--- src/rtl/por_seq_pkg.sv ---
package por_seq_pkg;

  typedef enum logic [1:0] {
    ST_DELAY   = 2'd0,
    ST_HOLD    = 2'd1,
    ST_STRETCH = 2'd2,
    ST_RUN     = 2'd3
  } rst_state_e;

  localparam int unsigned SHORT_DELAY = 16;
  localparam int unsigned LONG_DELAY  = 4064;

  function automatic int unsigned delay_cycles(input bit sel);
    return sel ? LONG_DELAY : SHORT_DELAY;
  endfunction

endpackage

--- src/rtl/por_pin_sync.sv ---
module por_pin_sync #(
  parameter int unsigned STAGES = 2
) (
  input  logic clk_i,
  input  logic rst_ni,
  input  logic pin_i,
  output logic sync_o
);

  logic [STAGES-1:0] stage_q;

  generate
    for (genvar i = 0; i < STAGES; i++) begin : g_stage
      if (i == 0) begin : g_first
        always_ff @(posedge clk_i or negedge rst_ni) begin
          if (!rst_ni) stage_q[i] <= 1'b0;
          else         stage_q[i] <= pin_i;
        end
      end else begin : g_next
        always_ff @(posedge clk_i or negedge rst_ni) begin
          if (!rst_ni) stage_q[i] <= 1'b0;
          else         stage_q[i] <= stage_q[i-1];
        end
      end
    end
  endgenerate

  assign sync_o = stage_q[STAGES-1];

endmodule

--- src/rtl/por_delay_cnt.sv ---
module por_delay_cnt #(
  parameter int unsigned LEN = 16
) (
  input  logic clk_i,
  input  logic rst_ni,
  input  logic clear_i,
  input  logic run_i,
  output logic done_o
);

  localparam int unsigned CW = (LEN > 1) ? $clog2(LEN) : 1;
  localparam logic [CW-1:0] LAST = CW'(LEN - 1);

  logic [CW-1:0] cnt_q;

  assign done_o = run_i && !clear_i && (cnt_q == LAST);

  always_ff @(posedge clk_i or negedge rst_ni) begin
    if (!rst_ni)      cnt_q <= '0;
    else if (clear_i) cnt_q <= '0;
    else if (run_i)   cnt_q <= (cnt_q == LAST) ? '0 : cnt_q + 1'b1;
  end

  AST_CNT_RANGE: assert property (@(posedge clk_i) disable iff (!rst_ni)
    cnt_q <= LAST);
  AST_OSC_GATE: assert property (@(posedge clk_i) disable iff (!rst_ni)
    (!run_i && !clear_i) |=> $stable(cnt_q));
  AST_RESTART: assert property (@(posedge clk_i) disable iff (!rst_ni)
    clear_i |=> (cnt_q == '0));

endmodule

--- src/rtl/por_misc_reg.sv ---
module por_misc_reg #(
  parameter int unsigned ADDR_W       = 8,
  parameter logic [7:0]  REG_ADDR     = 8'h0C,
  parameter bit          WDOG_DEFAULT = 1'b1
) (
  input  logic              clk_i,
  input  logic              rst_ni,
  input  logic              por_evt_i,
  input  logic              core_rst_i,
  input  logic [ADDR_W-1:0] addr_i,
  input  logic              we_i,
  input  logic [7:0]        wdata_i,
  output logic [7:0]        rdata_o
);

  localparam logic [6:0] LOW_DEFAULT = {6'b0, WDOG_DEFAULT};

  logic       por_flag_q;
  logic [6:0] low_q;
  logic       hit;
  logic       wr_ok;

  assign hit   = (addr_i == ADDR_W'(REG_ADDR));
  assign wr_ok = hit && we_i && !core_rst_i;

  // sticky flag: hardware sets, software clears only
  always_ff @(posedge clk_i or negedge rst_ni) begin
    if (!rst_ni)                       por_flag_q <= 1'b1;
    else if (por_evt_i)                por_flag_q <= 1'b1;
    else if (wr_ok && !wdata_i[7])     por_flag_q <= 1'b0;
  end

  always_ff @(posedge clk_i or negedge rst_ni) begin
    if (!rst_ni)         low_q <= LOW_DEFAULT;
    else if (core_rst_i) low_q <= LOW_DEFAULT;
    else if (wr_ok)      low_q <= wdata_i[6:0];
  end

  assign rdata_o = hit ? {por_flag_q, low_q} : 8'h00;

  AST_FLAG_SET: assert property (@(posedge clk_i) disable iff (!rst_ni)
    por_evt_i |=> por_flag_q);
  AST_FLAG_NO_SET: assert property (@(posedge clk_i) disable iff (!rst_ni)
    (!por_evt_i && !por_flag_q) |=> !por_flag_q);
  AST_RST_DEFAULT: assert property (@(posedge clk_i) disable iff (!rst_ni)
    (core_rst_i && !we_i) |=> (low_q == LOW_DEFAULT));
  AST_NO_WR_IN_RST: assert property (@(posedge clk_i) disable iff (!rst_ni)
    (core_rst_i && !por_evt_i) |=> $stable(por_flag_q));

endmodule

--- src/rtl/por_reset_seq.sv ---
module por_reset_seq #(
  parameter bit          DELAY_SEL    = 1'b0,
  parameter bit          WDOG_DEFAULT = 1'b1,
  parameter int unsigned ADDR_W       = 8,
  parameter logic [7:0]  REG_ADDR     = 8'h0C,
  parameter int unsigned SYNC_STAGES  = 2,
  parameter int unsigned STRETCH_LEN  = 2
) (
  input  logic              clk_i,
  input  logic              rst_ni,
  input  logic              por_i,
  input  logic              osc_ready_i,
  input  logic              ext_rst_ni,
  output logic              pin_drive_o,
  output logic              core_rst_o,
  input  logic [ADDR_W-1:0] reg_addr_i,
  input  logic              reg_we_i,
  input  logic [7:0]        reg_wdata_i,
  output logic [7:0]        reg_rdata_o
);

  import por_seq_pkg::*;

  localparam int unsigned DELAY_LEN = delay_cycles(DELAY_SEL);
  localparam int unsigned SW        = (STRETCH_LEN > 1) ? $clog2(STRETCH_LEN) : 1;
  localparam logic [SW-1:0] ST_LAST = SW'(STRETCH_LEN - 1);

  rst_state_e    state_q, state_d;
  logic [SW-1:0] st_cnt_q, st_cnt_d;
  logic          ext_sync;
  logic          dly_done;

  por_pin_sync #(.STAGES(SYNC_STAGES)) u_sync (
    .clk_i  (clk_i),
    .rst_ni (rst_ni),
    .pin_i  (ext_rst_ni),
    .sync_o (ext_sync)
  );

  por_delay_cnt #(.LEN(DELAY_LEN)) u_delay (
    .clk_i   (clk_i),
    .rst_ni  (rst_ni),
    .clear_i (por_i),
    .run_i   ((state_q == ST_DELAY) && osc_ready_i),
    .done_o  (dly_done)
  );

  always_comb begin
    state_d  = state_q;
    st_cnt_d = st_cnt_q;
    if (por_i) begin
      state_d = ST_DELAY;
    end else begin
      unique case (state_q)
        ST_DELAY: if (dly_done) state_d = ST_HOLD;
        ST_HOLD: begin
          if (ext_sync) begin
            state_d  = ST_STRETCH;
            st_cnt_d = '0;
          end
        end
        ST_STRETCH: begin
          if (!ext_sync)              state_d = ST_HOLD;
          else if (st_cnt_q == ST_LAST) state_d = ST_RUN;
          else                        st_cnt_d = st_cnt_q + 1'b1;
        end
        ST_RUN: if (!ext_sync) state_d = ST_HOLD;
        default: state_d = ST_DELAY;
      endcase
    end
  end

  always_ff @(posedge clk_i or negedge rst_ni) begin
    if (!rst_ni) begin
      state_q  <= ST_DELAY;
      st_cnt_q <= '0;
    end else begin
      state_q  <= state_d;
      st_cnt_q <= st_cnt_d;
    end
  end

  assign pin_drive_o = (state_q == ST_DELAY);
  assign core_rst_o  = (state_q != ST_RUN);

  por_misc_reg #(
    .ADDR_W       (ADDR_W),
    .REG_ADDR     (REG_ADDR),
    .WDOG_DEFAULT (WDOG_DEFAULT)
  ) u_reg (
    .clk_i      (clk_i),
    .rst_ni     (rst_ni),
    .por_evt_i  (por_i),
    .core_rst_i (core_rst_o),
    .addr_i     (reg_addr_i),
    .we_i       (reg_we_i),
    .wdata_i    (reg_wdata_i),
    .rdata_o    (reg_rdata_o)
  );

  AST_DRIVE_HOLDS_CORE: assert property (@(posedge clk_i) disable iff (!rst_ni)
    pin_drive_o |-> core_rst_o);
  AST_RELEASE_PIN_HIGH: assert property (@(posedge clk_i) disable iff (!rst_ni)
    $fell(core_rst_o) |-> $past(ext_sync));
  AST_EXT_ENTER: assert property (@(posedge clk_i) disable iff (!rst_ni)
    (!core_rst_o && !ext_sync && !por_i) |=> (core_rst_o && !pin_drive_o));

endmodule

--- config.mk ---
export PLATFORM = sky130hd
export DESIGN_NAME = por_reset_seq
export DESIGN_NICKNAME = d
export VERILOG_FILES = /design/src/rtl/por_seq_pkg.sv /design/src/rtl/por_pin_sync.sv /design/src/rtl/por_delay_cnt.sv /design/src/rtl/por_misc_reg.sv /design/src/rtl/por_reset_seq.sv
export SDC_FILE = /design/constraint.sdc
export NUM_CORES = 1
export LEC_CHECK = 0
export ABC_AREA = 0
export BUFFER_PORTS_ARGS = -buffer_cell sky130_fd_sc_hd__buf_2
export CAP_MARGIN = 20
export CORE_UTILIZATION = 45
export CTS_CLUSTER_DIAMETER = 80
export CTS_CLUSTER_SIZE = 28
export DETAILED_ROUTE_END_ITERATION = 16
export PLACE_DENSITY = 0.72
export SYNTH_ARGS = -nofsm -noshare
export SYNTH_HDL_FRONTEND = slang
export SYNTH_HIERARCHICAL = 1
export SYNTH_SLANG_ARGS = --single-unit
--- constraint.sdc ---
create_clock -name clk_i -period 1.9 [get_ports clk_i]
set_input_delay 0.285 -clock clk_i [delete_from_list [all_inputs] [get_ports clk_i]]
set_output_delay 0.285 -clock clk_i [all_outputs]
set_load 0.01 [all_outputs]
==> flow_metrics.tcl <==
set metrics [dict create \
    outcome "completed" \
    top_layer_used "met4" \
    seq_area_um2 428 \
    wirelength_um 2010 \
    grt_max_degree 18 \
    netlist.top_cell.by_area "sky130_fd_sc_hd__dfrtp_1" \
    vias 830 \
    clkSinkCount 17 \
    drt-initial-drc-count 10 \
    cp_slowest_stage_delay_ns 0.42 \
    fmax_mhz 564 \
    timing.critical_path.slowest_stage_cell "sky130_fd_sc_hd__dfrtp_1" \
    layout.cells.most_common "sky130_fd_sc_hd__buf_2" \
    htreeDepth 1 \
    worstPathArrival_ns 1.96 \
    powerDensity_nw_per_um2 767 \
    insertion_delay_of_the_later_clocked_pin_in_the_worst_skew_pair_ns 0.29 \
    sequential_group_share_of_total_power_pct 44.1 \
    die_w_um 49.3 \
    critical_path.max_fanout 4 \
    fraction_of_final_layout_cells_sized_beyond_drive_strength_1_pct 34.5 \
    max_slew.worst_pin.slew_ns 0.376 \
    postCtsSetupRepairBufs 0 \
    setup-tns-final_ns 0 \
    fp.dieArea_um2 2430 \
    rsz0062_at_grt "false" \
    drt_first_pass_iters 4 \
    cts-root-buf "sky130_fd_sc_hd__clkbuf_4" \
    worst_ir_drop_vdd_v 0.000556 \
    class_of_the_most_critical_setup_path "register to register" \
    buf_inv_on_cp 1 \
    post-route-drc-count 0 \
    postLayoutCoreUtil_pct 62.7 \
    synthCells 100 \
    ant_nets 0 \
    dp_slack_ns 0.0775 \
    setup_ws_ns 0.128 \
    power.leakage_nw 0.590 \
    startpoint_type "register" \
    path_cells "inv_1 -> ha_1 -> and2_1 -> nand2_2 -> nor3_1 -> o221ai_1 -> a32o_1" \
    track_usage_pct 18.8 \
    initial_utilization_pct 49.8 \
    worstHoldPathType "input pin to register" \
    synthesis.area_per_instance_um2 10.1 \
    clk_pin_slew_worst_paths_ns 0.10 \
    switching_power_total_mw 0.326 \
    yosysTopAreaCellShare_pct 37.3 \
    footprint_of_the_multi_input_gates_um2 561 \
    yosysSeqAreaShare_pct 42.5 \
    grt_pass1_wl_um 3540 \
    grt_antenna_before_repair 0 \
    tritoncts.num_buffers 3 \
    finalCritPeriodShare_pct 93.2 \
    synth.top_cells.by_area "sky130_fd_sc_hd__dfrtp_1 37%, sky130_fd_sc_hd__mux2i_1 10%, sky130_fd_sc_hd__nand2b_1 8.7%, sky130_fd_sc_hd__ha_1 7.5%, sky130_fd_sc_hd__and2_1 5.6%" \
    growth_of_design_area_from_synthesis_to_finish_pct 26.0 \
    filler_cell_count 193 \
    port_buffers 31 \
    report.final.hold_viol_count 0 \
    std_cell_rows 16 \
    ffs_latches_synth 17 \
    antenna-diode-count 0 \
    place.gp.congestion 0.786 \
    fin_worst_skew_ns 0.00927 \
    finalNonFillerCells 166 \
    overflow 0 \
    floorplan.core_area_um2 2020 \
    ctsLongestPathBuffers 2 \
    largest_delay_contributor_family_on_the_critical_path "simple AND/OR/NAND/NOR gates" \
    m1WireLength_um 929 \
    via_count_of_the_first_global_routing_pass 834 \
    cell_internal_pwr_mw 0.646 \
    slew_viol_final 0 \
    max_capacitance_violation_total 0 \
    dp_hpwl_um 1550 \
    synthesis.nets 128 \
    setup_viol_count_final 0 \
    routed_wire_length_per_instance_um 12.1 \
    finalCriticalPeriod_ns 1.77 \
    power.switching_fraction_pct 33.5 \
    post_dp_cell_area_um2 1220 \
    comb_power_share_pct 36.1 \
    power.clock.fraction_pct 19.7 \
    final.hold.worst_slack_ns 0.0982 \
    worst_endpoint_required_time_ns 2.09 \
    max-slew-margin-rel_pct 74.9 \
    fin_area_um2 1270 \
    final_nets 168 \
    syn_warnings 6 \
    met2RoutedLength_um 990 \
    syn-cell-area_um2 1010 \
    post-place-cells 161 \
    io_count 32 \
    power.total_mw 0.972 \
    met3WireLength_um 65 \
    floorplan.die.height_um 49.3 \
    critPathCaptureType "register" \
    most_frequent_cells_in_the_layout "31 x sky130_fd_sc_hd__buf_2, 15 x sky130_fd_sc_hd__dfrtp_1, 14 x sky130_fd_sc_hd__nand2b_1" \
    synth.lib_cells_used.distinct 27 \
    clock_tree_from_tritoncts "yes" \
    avg_vias_per_cell 5.00 \
]
==> metal layers <==
metal  GRT usage [%]  up-vias
met1            24.5      382
li1                -      423
met4            7.35        0
met2            31.3       21
met3            2.80        4
met5               0        -
==> final timing paths <==
| kind | slack (ns) | startpoint | end | cells after the start |
|---|---|---|---|---|
| max | 0.13 | state_q[1] | state_q[1] | 7 |
| min | 0.1 | ext_rst_ni | u_sync/stage_q[0] | 1 |
| max reg2reg | 0.13 | state_q[1] | state_q[1] | 7 |
| min reg2reg | 0.37 | u_sync/stage_q[0] | u_sync/sync_o | 0 |
| max in group asynchronous | 1.16 | rst_ni | u_reg/por_flag_q | 2 |
| min in group asynchronous | 0.43 | rst_ni | u_reg/low_q[6] | 2 |
==> repair_timing <==
action | in CTS | in global routing
gates resized for setup | 0 | 2
endpoints found under the hold margin | 15 | 0
setup endpoints to repair | 0 | 2
hold buffers | 1 | 0
==> power groups by stage <==
stage                     logic, mW  registers, mW  clock network [mW]
final                         0.351          0.429               0.192
after global routing          0.399          0.437               0.219
after floorplan               0.225          0.436                   0
after CTS                     0.353          0.429               0.201
after detailed placement      0.347          0.437                   0
after global placement        0.333          0.434                   0
==> flip-flops by register name (all words and copies together) (netlist names) <==
signal / flops
u_delay/cnt_q: 4
u_reg/low_q: 7
state_q: 2
u_sync/stage_q: 1
u_sync/sync_o: 1
st_cnt_q: 1
u_reg/por_flag_q: 1
==> synthesized netlist by cell type <==
cell,instances
sky130_fd_sc_hd__a211oi_1,1
sky130_fd_sc_hd__a21oi_1,4
sky130_fd_sc_hd__a31oi_1,2
sky130_fd_sc_hd__a32o_1,1
sky130_fd_sc_hd__and2_1,9
sky130_fd_sc_hd__and2b_2,1
sky130_fd_sc_hd__clkbuf_1,1
sky130_fd_sc_hd__dfrtp_1,15
sky130_fd_sc_hd__dfstp_2,2
sky130_fd_sc_hd__ha_1,6
sky130_fd_sc_hd__inv_1,5
sky130_fd_sc_hd__mux2i_1,10
sky130_fd_sc_hd__nand2_1,5
sky130_fd_sc_hd__nand2_2,1
sky130_fd_sc_hd__nand2b_1,14
sky130_fd_sc_hd__nand4bb_1,1
sky130_fd_sc_hd__nor2_1,8
sky130_fd_sc_hd__nor3_1,4
sky130_fd_sc_hd__nor4_4,1
sky130_fd_sc_hd__o211ai_1,1
sky130_fd_sc_hd__o21a_1,1
sky130_fd_sc_hd__o21ai_0,1
sky130_fd_sc_hd__o221ai_1,2
sky130_fd_sc_hd__or2_2,1
sky130_fd_sc_hd__or3_1,1
sky130_fd_sc_hd__or4_4,1
sky130_fd_sc_hd__xor2_1,1
==> area by class of cell <==
class	count	share of cell area, %
Clock buffer	3	1.78
Clock inverter	1	0.395
Inverter	5	1.78
Multi-Input combinational cell	77	44.2
Sequential cell	17	33.8
Tap cell	27	2.67
Timing Repair Buffer	36	15.4
==> cell families after synthesis <==
logic type / share of synthesized area, %
AND/OR/NAND/NOR: 28.2
flip-flops: 42.5
AO/OA/AOI/OAI: 8.71
multiplexers: 9.95
buffers and inverters: 2.24
adder cells (fa/ha/maj): 7.46
XOR/XNOR: 0.871
Note: power is estimated with default switching activity, not from simulation.
